[src/rtl/ep_seg_pkg.sv]
package ep_seg_pkg;

    localparam int BYTE_W  = 16;
    localparam int LEN_W   = 11;
    localparam int MULT_W  = 2;
    localparam int MPS_MAX = 1024;
    localparam int PKT_W   = BYTE_W + 1;

    typedef enum logic [1:0] {
        ST_IDLE,
        ST_CALC,
        ST_ACTIVE
    } ep_state_e;

    typedef struct packed {
        logic [BYTE_W-1:0] bytes;
        logic [LEN_W-1:0]  mps;
        logic              zlt;
        logic [MULT_W-1:0] mult;
    } prime_req_t;

    typedef struct packed {
        logic             valid;
        logic             nak;
        logic [LEN_W-1:0] len;
    } tok_resp_t;

    typedef struct packed {
        logic [PKT_W-1:0] n_pkts;
        logic [LEN_W-1:0] last_len;
    } seg_plan_t;

    function automatic logic cfg_legal(prime_req_t r);
        return (r.mult == '0) && (r.mps != '0) && (r.mps <= LEN_W'(MPS_MAX));
    endfunction

endpackage

[src/rtl/ep_seg_calc.sv]
module ep_seg_calc
    import ep_seg_pkg::*;
(
    input  logic       clk,
    input  logic       rst,
    input  logic       start,
    input  prime_req_t req,
    output logic       fin,
    output seg_plan_t  plan
);
    logic [BYTE_W-1:0] rem;
    logic [PKT_W-1:0]  cnt;
    logic [LEN_W-1:0]  mps_l;
    logic              zlt_l;
    logic              busy;
    logic              fits;

    assign fits = rem >= BYTE_W'(mps_l);
    assign fin  = busy && !fits;

    always_ff @(posedge clk) begin
        if (rst) begin
            rem   <= '0;
            cnt   <= '0;
            mps_l <= '0;
            zlt_l <= 1'b0;
            busy  <= 1'b0;
            plan  <= '0;
        end else if (start) begin
            rem   <= req.bytes;
            cnt   <= '0;
            mps_l <= req.mps;
            zlt_l <= req.zlt;
            busy  <= 1'b1;
        end else if (busy) begin
            if (fits) begin
                rem <= rem - BYTE_W'(mps_l);
                cnt <= cnt + PKT_W'(1);
            end else begin
                busy <= 1'b0;
                if (rem == '0 && cnt != '0) begin
                    if (zlt_l) begin
                        plan.n_pkts   <= cnt;
                        plan.last_len <= mps_l;
                    end else begin
                        plan.n_pkts   <= cnt + PKT_W'(1);
                        plan.last_len <= '0;
                    end
                end else begin
                    plan.n_pkts   <= cnt + PKT_W'(1);
                    plan.last_len <= rem[LEN_W-1:0];
                end
            end
        end
    end

    // each busy cycle with room left removes one full packet
    p_iter_step_r9: assert property (@(posedge clk) disable iff (rst)
        (busy && fits && !start) |=> (cnt == $past(cnt) + PKT_W'(1)));

    // the finished plan never holds a final packet longer than mps
    p_last_bound_r2: assert property (@(posedge clk) disable iff (rst)
        fin |=> (plan.last_len <= mps_l) && (plan.n_pkts != '0));

endmodule

[src/rtl/ep_seg_ctrl.sv]
module ep_seg_ctrl
    import ep_seg_pkg::*;
(
    input  logic              clk,
    input  logic              rst,
    input  logic              prime_valid,
    input  prime_req_t        req,
    input  logic              calc_fin,
    input  seg_plan_t         plan,
    input  logic              hs_valid,
    input  logic              hs_ack,
    output logic              calc_start,
    output ep_state_e         state,
    output logic [LEN_W-1:0]  cur_len,
    output logic [LEN_W-1:0]  mps_q,
    output logic              xfer_done,
    output logic [BYTE_W-1:0] bytes_done,
    output logic [PKT_W-1:0]  pkts_done,
    output logic              cfg_err,
    output logic              prime_err
);
    logic last_pkt;
    logic acked;

    assign calc_start = prime_valid && (state == ST_IDLE) && cfg_legal(req);
    assign last_pkt   = pkts_done == (plan.n_pkts - PKT_W'(1));
    assign cur_len    = last_pkt ? plan.last_len : mps_q;
    assign acked      = (state == ST_ACTIVE) && hs_valid && hs_ack;

    always_ff @(posedge clk) begin
        if (rst) begin
            state      <= ST_IDLE;
            mps_q      <= '0;
            xfer_done  <= 1'b0;
            bytes_done <= '0;
            pkts_done  <= '0;
            cfg_err    <= 1'b0;
            prime_err  <= 1'b0;
        end else begin
            xfer_done <= 1'b0;
            if (prime_valid && state != ST_IDLE)
                prime_err <= 1'b1;
            unique case (state)
                ST_IDLE: begin
                    if (prime_valid) begin
                        if (calc_start) begin
                            state      <= ST_CALC;
                            mps_q      <= req.mps;
                            bytes_done <= '0;
                            pkts_done  <= '0;
                        end else begin
                            cfg_err <= 1'b1;
                        end
                    end
                end
                ST_CALC: begin
                    if (calc_fin)
                        state <= ST_ACTIVE;
                end
                ST_ACTIVE: begin
                    if (acked) begin
                        bytes_done <= bytes_done + BYTE_W'(cur_len);
                        pkts_done  <= pkts_done + PKT_W'(1);
                        if (last_pkt) begin
                            xfer_done <= 1'b1;
                            state     <= ST_IDLE;
                        end
                    end
                end
                default: state <= ST_IDLE;
            endcase
        end
    end

    // a prime while primed raises the sticky flag
    p_reprime_flag_r8: assert property (@(posedge clk) disable iff (rst)
        (prime_valid && state != ST_IDLE) |=> prime_err);

    // an illegal prime leaves the endpoint idle and flagged
    p_cfg_reject_r7: assert property (@(posedge clk) disable iff (rst)
        (prime_valid && state == ST_IDLE && !cfg_legal(req))
        |=> (state == ST_IDLE) && cfg_err);

    // a failed handshake moves no counter
    p_nack_hold_r6: assert property (@(posedge clk) disable iff (rst)
        (state == ST_ACTIVE && hs_valid && !hs_ack)
        |=> $stable(pkts_done) && $stable(bytes_done));

    // progress never passes the planned packet count
    p_pkt_bound_r5: assert property (@(posedge clk) disable iff (rst)
        (state == ST_ACTIVE) |-> (pkts_done < plan.n_pkts));

    // the completion pulse leaves the endpoint idle
    p_done_idle_r5: assert property (@(posedge clk) disable iff (rst)
        xfer_done |-> (state == ST_IDLE));

endmodule

[src/rtl/ep_seg_resp.sv]
module ep_seg_resp
    import ep_seg_pkg::*;
(
    input  logic             clk,
    input  logic             rst,
    input  logic             tok_valid,
    input  logic             ready,
    input  logic [LEN_W-1:0] cur_len,
    output tok_resp_t        resp
);
    always_ff @(posedge clk) begin
        if (rst) begin
            resp <= '0;
        end else begin
            resp.valid <= tok_valid;
            resp.nak   <= tok_valid && !ready;
            resp.len   <= (tok_valid && ready) ? cur_len : '0;
        end
    end

    // a token seen before the plan is ready is refused
    p_nak_unready_r1: assert property (@(posedge clk) disable iff (rst)
        (tok_valid && !ready) |=> resp.valid && resp.nak && (resp.len == '0));

endmodule

[src/rtl/ep_bulk_segmenter.sv]
module ep_bulk_segmenter
    import ep_seg_pkg::*;
(
    input  logic                      clk,
    input  logic                      rst,
    input  logic                      prime_valid,
    input  logic [BYTE_W-1:0]         prime_bytes,
    input  logic [LEN_W-1:0]          prime_mps,
    input  logic                      prime_zlt,
    input  logic [MULT_W-1:0]         prime_mult,
    input  logic                      tok_valid,
    input  logic                      hs_valid,
    input  logic                      hs_ack,
    output logic                      resp_valid,
    output logic                      resp_nak,
    output logic [LEN_W-1:0]          resp_len,
    output logic                      ep_primed,
    output logic                      ep_ready,
    output logic                      xfer_done,
    output logic [BYTE_W-1:0]         bytes_done,
    output logic [PKT_W-1:0]          pkts_done,
    output logic                      cfg_err,
    output logic                      prime_err
);
    prime_req_t       req;
    seg_plan_t        plan;
    tok_resp_t        resp;
    ep_state_e        state;
    logic             calc_start;
    logic             calc_fin;
    logic [LEN_W-1:0] cur_len;
    logic [LEN_W-1:0] mps_q;

    assign req = '{bytes: prime_bytes, mps: prime_mps, zlt: prime_zlt, mult: prime_mult};

    ep_seg_calc u_calc (
        .clk   (clk),
        .rst   (rst),
        .start (calc_start),
        .req   (req),
        .fin   (calc_fin),
        .plan  (plan)
    );

    ep_seg_ctrl u_ctrl (
        .clk        (clk),
        .rst        (rst),
        .prime_valid(prime_valid),
        .req        (req),
        .calc_fin   (calc_fin),
        .plan       (plan),
        .hs_valid   (hs_valid),
        .hs_ack     (hs_ack),
        .calc_start (calc_start),
        .state      (state),
        .cur_len    (cur_len),
        .mps_q      (mps_q),
        .xfer_done  (xfer_done),
        .bytes_done (bytes_done),
        .pkts_done  (pkts_done),
        .cfg_err    (cfg_err),
        .prime_err  (prime_err)
    );

    assign ep_primed = state != ST_IDLE;
    assign ep_ready  = state == ST_ACTIVE;

    ep_seg_resp u_resp (
        .clk      (clk),
        .rst      (rst),
        .tok_valid(tok_valid),
        .ready    (ep_ready),
        .cur_len  (cur_len),
        .resp     (resp)
    );

    assign resp_valid = resp.valid;
    assign resp_nak   = resp.nak;
    assign resp_len   = resp.len;

    // an offered data length never exceeds the primed maximum
    p_len_bound_r2: assert property (@(posedge clk) disable iff (rst)
        (resp_valid && !resp_nak) |-> (resp_len <= mps_q));

    // a transfer that retires has moved at least one packet
    p_done_count_r5: assert property (@(posedge clk) disable iff (rst)
        xfer_done |-> (pkts_done != '0) && !ep_primed);

endmodule

[config.mk]
export PLATFORM = sky130hd
export DESIGN_NAME = ep_bulk_segmenter
export DESIGN_NICKNAME = d
export VERILOG_FILES = /design/src/rtl/ep_seg_pkg.sv /design/src/rtl/ep_seg_calc.sv /design/src/rtl/ep_seg_ctrl.sv /design/src/rtl/ep_seg_resp.sv /design/src/rtl/ep_bulk_segmenter.sv
export SDC_FILE = /design/constraint.sdc
export NUM_CORES = 1
export LEC_CHECK = 0
export BUFFER_PORTS_ARGS = -buffer_cell sky130_fd_sc_hd__buf_2
export CORE_MARGIN = 4
export CORE_UTILIZATION = 40
export CTS_CLUSTER_DIAMETER = 100
export DETAILED_ROUTE_END_ITERATION = 10
export PLACE_DENSITY = 0.67
export REMOVE_ABC_BUFFERS = 1
export SLEW_MARGIN = 20
export SYNTH_ARGS = -nofsm -noshare
export SYNTH_HDL_FRONTEND = slang
export SYNTH_SLANG_ARGS = --single-unit
[constraint.sdc]
create_clock -name clk -period 11.2 [get_ports clk]
set_clock_uncertainty 0.2 [all_clocks]
set_input_delay 2.8 -clock clk [delete_from_list [all_inputs] [get_ports clk]]
set_output_delay 2.8 -clock clk [all_outputs]
set_load 0.01 [all_outputs]
Word-level counts from Yosys, hierarchy flattened. Index checks and enable logic that the tools add are counted.

Add/subtract/negate cells: 5. Mux-type cells: 24. Reductions and logical operators: 32. Equality and inequality tests: 8. Order comparisons: 2. Bitwise gates (word level): 5.

Operators with widths (number): two-way mux 16 bit (6); two-way mux 28 bit (2); two-way mux 17 bit (3); adder 17 x 1 -> 17 bit (second input constant) (2); case mux 17 bit (2 select lines) (1); case mux 16 bit (2 select lines) (1); equality test 17 bit (1); nonzero test 17 bit (1); subtractor 17 x 1 -> 17 bit (second input constant) (1); adder 16 x 11 -> 16 bit (1); >= comparator 16 x 11 -> 1 bit (1); zero test 16 bit (1); subtractor 16 x 11 -> 16 bit (1); less-or-equal comparator 11 bit (second input constant) (1); logical AND 1 bit (11); two-way mux 11 bit (1); nonzero test 11 bit (1); two-way mux 2 bit (5); != test 2 bit (second input constant) (5); AND reduction 3 bit (3); nonzero test 2 bit (4); case mux 2 bit (3 select lines) (1); NOT 1 bit (5); AND reduction 5 bit (1); other kinds (9) (16).

Flip-flop bits (word level): 136. Input bits: 36. Logic and storage cells: 93.

Depth between registers and ports, before layout.
Depth after elaboration: 7. Depth in mapped cells: 19. Gate-level depth less buffers: 19.

By module. A second synthesis with hierarchy kept.

Cell total of the unflattened synthesis: 922. Area total of the unflattened synthesis: 7871.3 µm².

By module, submodules not included: ep_seg_calc (area each 4134.0 µm², instances 1, seq. area each 1481.4 µm², cells each 488); ep_seg_ctrl (area each 3311.9 µm², instances 1, seq. area each 980.9 µm², cells each 403); ep_seg_resp (area each 412.9 µm², instances 1, seq. area each 260.2 µm², cells each 29); ep_bulk_segmenter (area each 12.5 µm², instances 1, seq. area each 0.0 µm², cells each 2).

Worst setup path before layout. Ideal clock, no wire load.

Kind: input to register. Start: input port prime_mps[6]. End: register u_ctrl.pkts_done[10]. Cell stages on the path: 7. Data arrival time: 4.756 ns. Slack: 6.116 ns. Buffers on the path: 2. Required time: 10.872 ns. Path through: or4_1 -> o31a_1 -> nor4_4 -> or2_2 -> buf_2 -> buf_1 -> nor2_1.

Word-level cells in the longest chain between the ends: 6.

Ends and longest elaborated chain: start: declaration (RTL line ep_bulk_segmenter.sv:8) `input logic [LEN_W-1:0] prime_mps,`; parallel branches: the longest is 2 deep, another holds less-or-equal comparator 11 bit; logical AND 1 bit * (RTL line ep_seg_pkg.sv:34) `return (r.mult == '0) && (r.mps != '0) && (r.mps <= LEN_W'(MPS_MAX));`; logical AND 1 bit * (RTL line ep_seg_ctrl.sv:25) `assign calc_start = prime_valid && (state == ST_IDLE) && cfg_legal(req);`; != test 2 bit (no line) *; AND reduction 4 bit (no line) *; end signal: assignment (RTL line ep_seg_ctrl.sv:63) `pkts_done <= pkts_done + PKT_W'(1);`; end: declaration (RTL line ep_seg_ctrl.sv:18) `output logic [PKT_W-1:0] pkts_done,`.

Every way passes the cells marked *. A chain may end at the register's enable or synchronous reset.

Final worst setup path.
Start: register u_calc.plan[11] (netlist name). End: register u_ctrl.bytes_done[11].

Word-level cells in the longest chain between the ends: 6.

Ends and longest elaborated chain: subtractor 17 x 1 -> 17 bit (RTL line ep_seg_ctrl.sv:26) `assign last_pkt = pkts_done == (plan.n_pkts - PKT_W'(1));`; equality test 17 bit (RTL line ep_seg_ctrl.sv:26); two-way mux 11 bit (RTL line ep_seg_ctrl.sv:27) `assign cur_len = last_pkt ? plan.last_len : mps_q;`; named net cur_len[1] (RTL line ep_bulk_segmenter.sv:31) `logic [LEN_W-1:0] cur_len;`; adder 16 x 11 -> 16 bit (RTL line ep_seg_ctrl.sv:62) `bytes_done <= bytes_done + BYTE_W'(cur_len);`; two-way mux 16 bit (RTL line ep_seg_ctrl.sv:61) `if (acked) begin`; case mux 16 bit (2 select lines) (RTL line ep_seg_ctrl.sv:43) `unique case (state)`; end signal: assignment (RTL line ep_seg_ctrl.sv:62); end: declaration (RTL line ep_seg_ctrl.sv:17) `output logic [BYTE_W-1:0] bytes_done,`.

The timed path passes the listed nets, and every way through them passes these cells. The select of a mux whose other input is x is not followed.

==> metrics.md <==
| Metric | Value |
|---|---|
| Total global routing overflow | `0` |
| CTS H-tree lvls | `4` |
| Switching part of the total | `33.1%` |
| First-pass GRT wire length | `32,300 um` |
| CP max FO | `24` |
| Fraction of layout cells with a size suffix above 1 | `14.6%` |
| Min-delay worst type | `flop to flop` |
| Pins Over Slew Limit | `0` |
| Hpwl dp | `13,900 um` |
| Setup CP Type | `flop to flop` |
| Final min period | `6.01 ns` |
| Max Clk Rate | `166 MHz` |
| Maximum buffer depth of the clock tree | `2` |
| Critical Path End Type | `flop` |
| WP data required | `11.27 ns` |
| Post-CTS Setup Bufs | `0` |
| Clock share of power | `37.9%` |
| Die H | `147 um` |
| Final setup violation count | `0` |
| Final hold violation count | `0` |
| Sw Pwr | `0.496 mW` |
| Detailed Route WL | `19,500 um` |
| Prevailing post-synth register cell | `dfxtp_1` |
| EDFF count, synth | `0` |
| Die width | `147 um` |
| Final Cycle Share | `53.7%` |
| Num CTS Buffers | `17` |
| Total Routing Usage GR | `18.2%` |
| YS warnings | `0` |
| #FFs+latches synth | `136` |
| Max Cap Viol | `0` |
| Status | `complete, no violations` |
| Clock Sinks | `136` |
| Routed vias | `~7,000` |
| Yosys top cell by area | `dfxtp_1` |
| Post-synth top area share | `35.4%` |
| Worst skew pair latency | `roughly 0.42 ns` |
| VDD IR max | `0.113 mV` |
| Worst Max-Slew Pin Slew | `1.07 ns` |
| Initial antenna violation count | `0` |
| Seq/Total Area, Yosys | `35.4%` |
| Routed Antenna Nets | `0` |
| Worst-path clk slew | `0.06 ns` |
| Cell row count | `50` |
| CTS tree | `done` |
| Vias per inst | `about 5.4` |
| Setup_tns | `0 ns` |
| RSZ-0062 raised after global routing | `false` |
| Largest cells by area after synthesis | `dfxtp_1, nand2_1, nor2_1` |
| Yosys cell types | `slightly below 70` |
| Data arrival, critical path | `6.09 ns` |
| Initial Util | `40.9%` |
| Core region area | `0.0188 mm2` |
| Pre-Repair DR Iteration Count | `6` |
| Synthesized cell area | `0.00770 mm2` |
| Power density over the cells | `approximately 170 mW/mm2` |
| Most frequent cell after synthesis | `dfxtp_1` |
| Drt wl/cell | `15.2 um` |
| Final net count | `1,073` |
| Largest net degree at the start of global routing | `88` |
| Synth cell count leaders | `dfxtp_1, nand2_1, nor2_1, a21oi_1` |
| Combinational Power Share | `about a quarter` |
| Diodes inserted | `0` |
| Post-CTS resize count | `0` |
| IO buf count | `86` |
| Root buf cell | `clkbuf_16` |
| Residual DRC count | `0` |
| Vias in the first global route | `6,538` |
| Number of DRC markers in iteration 0 | `466` |
| Die area | `0.0215 mm2` |
| Worst hold margin | `0.268 ns` |
| Cells after synthesis | `946` |
| Synthesized area per cell | `8.14 um2` |
| CTS Hold Bufs | `0` |
| Gp weighted congestion | `0.896` |
| Lkg Pwr | `3.40 nW` |
| IO Count | `87` |
| Fraction of registers with async set/reset | `0%` |
| Rel. slew slack | `between 20 and 30%` |
| Flop pwr share | `36.5%` |
| Int Power | `about 1 mW` |
| Area delta synth->final | `15.1%` |
| Critical Path Source Type | `flop` |
[worst max-delay path, stage by stage (launching register included)]
cell       delay [ns]
dfxtp_1          0.37
inv_1            0.08
ha_1             0.26
nor4b_1          0.70
o2111a_1         0.30
o21ai_0          0.07
a211oi_1         0.36
nand4_1          0.20
nor4_4           0.16
buf_4            0.37
mux2_1           0.37
ha_1             0.27
a21o_1           0.17
a21o_1           0.20
a2111oi_0        0.76
o21bai_1         0.25
a2111oi_0        0.52
or3_1            0.18
a21oi_1          0.06
[per-layer routing]
metal  routed length (um)  GRT usage (%)  part of all wire [%]
met5                    0              0                     0
met4                  284           5.41                   1.5
met3                  986           4.29                   5.1
met2                 9310           30.0                    48
met1                 8890           23.7                    46
[state kept, by name, summed over array words and instances (netlist names), 11 cells and up]
name and count:
u_calc.cnt 17, u_calc.plan 28, u_resp.resp 13, u_ctrl.pkts_done 17
u_calc.rem 16, u_calc.mps_l 11, u_ctrl.mps_q 11, u_ctrl.bytes_done 16
[through the flow]
stage                     util (%)  setup WS [ns]  instance area, um2  total power [mW]  cells
final                         47.1           5.19                8860              1.50   1279
after global routing          47.1           4.85                8860              1.58   1279
after CTS                     47.1           5.36                8860              1.50   1279
after detailed placement      43.9           4.98                8270             0.933   1247
after global placement        43.9           5.06                8270             0.930   1247
after floorplan                  -           4.69                7460             0.839    895
[logic make-up (layout without fill, tap and decap cells)]
| kind of cell | count (synthesis) | after routing | synth area share (%) |
|---|---|---|---|
| XOR/XNOR | 77 | 77 | 8.76 |
| multiplexers | 28 | 28 | 3.82 |
| adder cells (fa/ha/maj) | 31 | 31 | 5.23 |
| AND/OR/NAND/NOR | 396 | 396 | 25.5 |
| AO/OA/AOI/OAI | 196 | 196 | 16.8 |
| buffers and inverters | 82 | 155 | 4.57 |
| flip-flops | 136 | 136 | 35.4 |
[cell type report]
| cell class | count | area [um2] |
|---|---|---|
| tap | 260 | 325 |
| clock buffer | 17 | 425 |
| fill | 1815 | 9970 |
| multi-input combinational | 728 | 4630 |
| clock inverter | 15 | 169 |
| inverter | 31 | 116 |
| timing repair buffer | 92 | 475 |
| sequential | 136 | 2720 |
[final timing paths]
path         cells after the start  slack (ns)                          start                            endpoint
min                              2        0.27  u_ctrl.mps_q[10]$_SDFFE_PP0P_       u_ctrl.mps_q[10]$_SDFFE_PP0P_
min reg2reg                      2        0.27  u_ctrl.mps_q[10]$_SDFFE_PP0P_       u_ctrl.mps_q[10]$_SDFFE_PP0P_
max reg2reg                     18        5.19   u_calc.plan[11]$_SDFFE_PP0P_  u_ctrl.bytes_done[11]$_SDFFE_PP0P_
max                             18        5.19   u_calc.plan[11]$_SDFFE_PP0P_  u_ctrl.bytes_done[11]$_SDFFE_PP0P_
[layout by cell type, fill, tap and decap left out, types with 4 or more instances in the layout]
cell,count
a2111oi_0,4
a211oi_1,44
a21o_1,6
a21oi_1,65
a31oi_1,7
and3_1,14
buf_2,86
buf_4,6
clkbuf_16,17
clkinvlp_4,5
dfxtp_1,136
ha_1,29
inv_1,31
inv_6,4
mux2_1,7
mux2_2,4
mux2i_1,17
nand2_1,111
nand2b_1,6
nand3_1,29
nand3b_1,4
nand4_1,14
nor2_1,110
nor2b_1,14
nor3_1,35
nor4_1,7
nor4b_1,5
o211ai_1,5
o21a_1,6
o21ai_0,28
or2_2,6
or3_1,13
or4_1,4
xnor2_1,44
xor2_1,33
[power by group through the flow]
stage               clock [mW]  sequential [mW]  combinational [mW]
CTS                      0.578            0.547               0.379
global route             0.601            0.551               0.426
detailed placement           0            0.557               0.376
finish                   0.568            0.547               0.384
floorplan                    0            0.545               0.294
global placement             0            0.557               0.373
No activity file was read; power rests on OpenSTA's default activity.
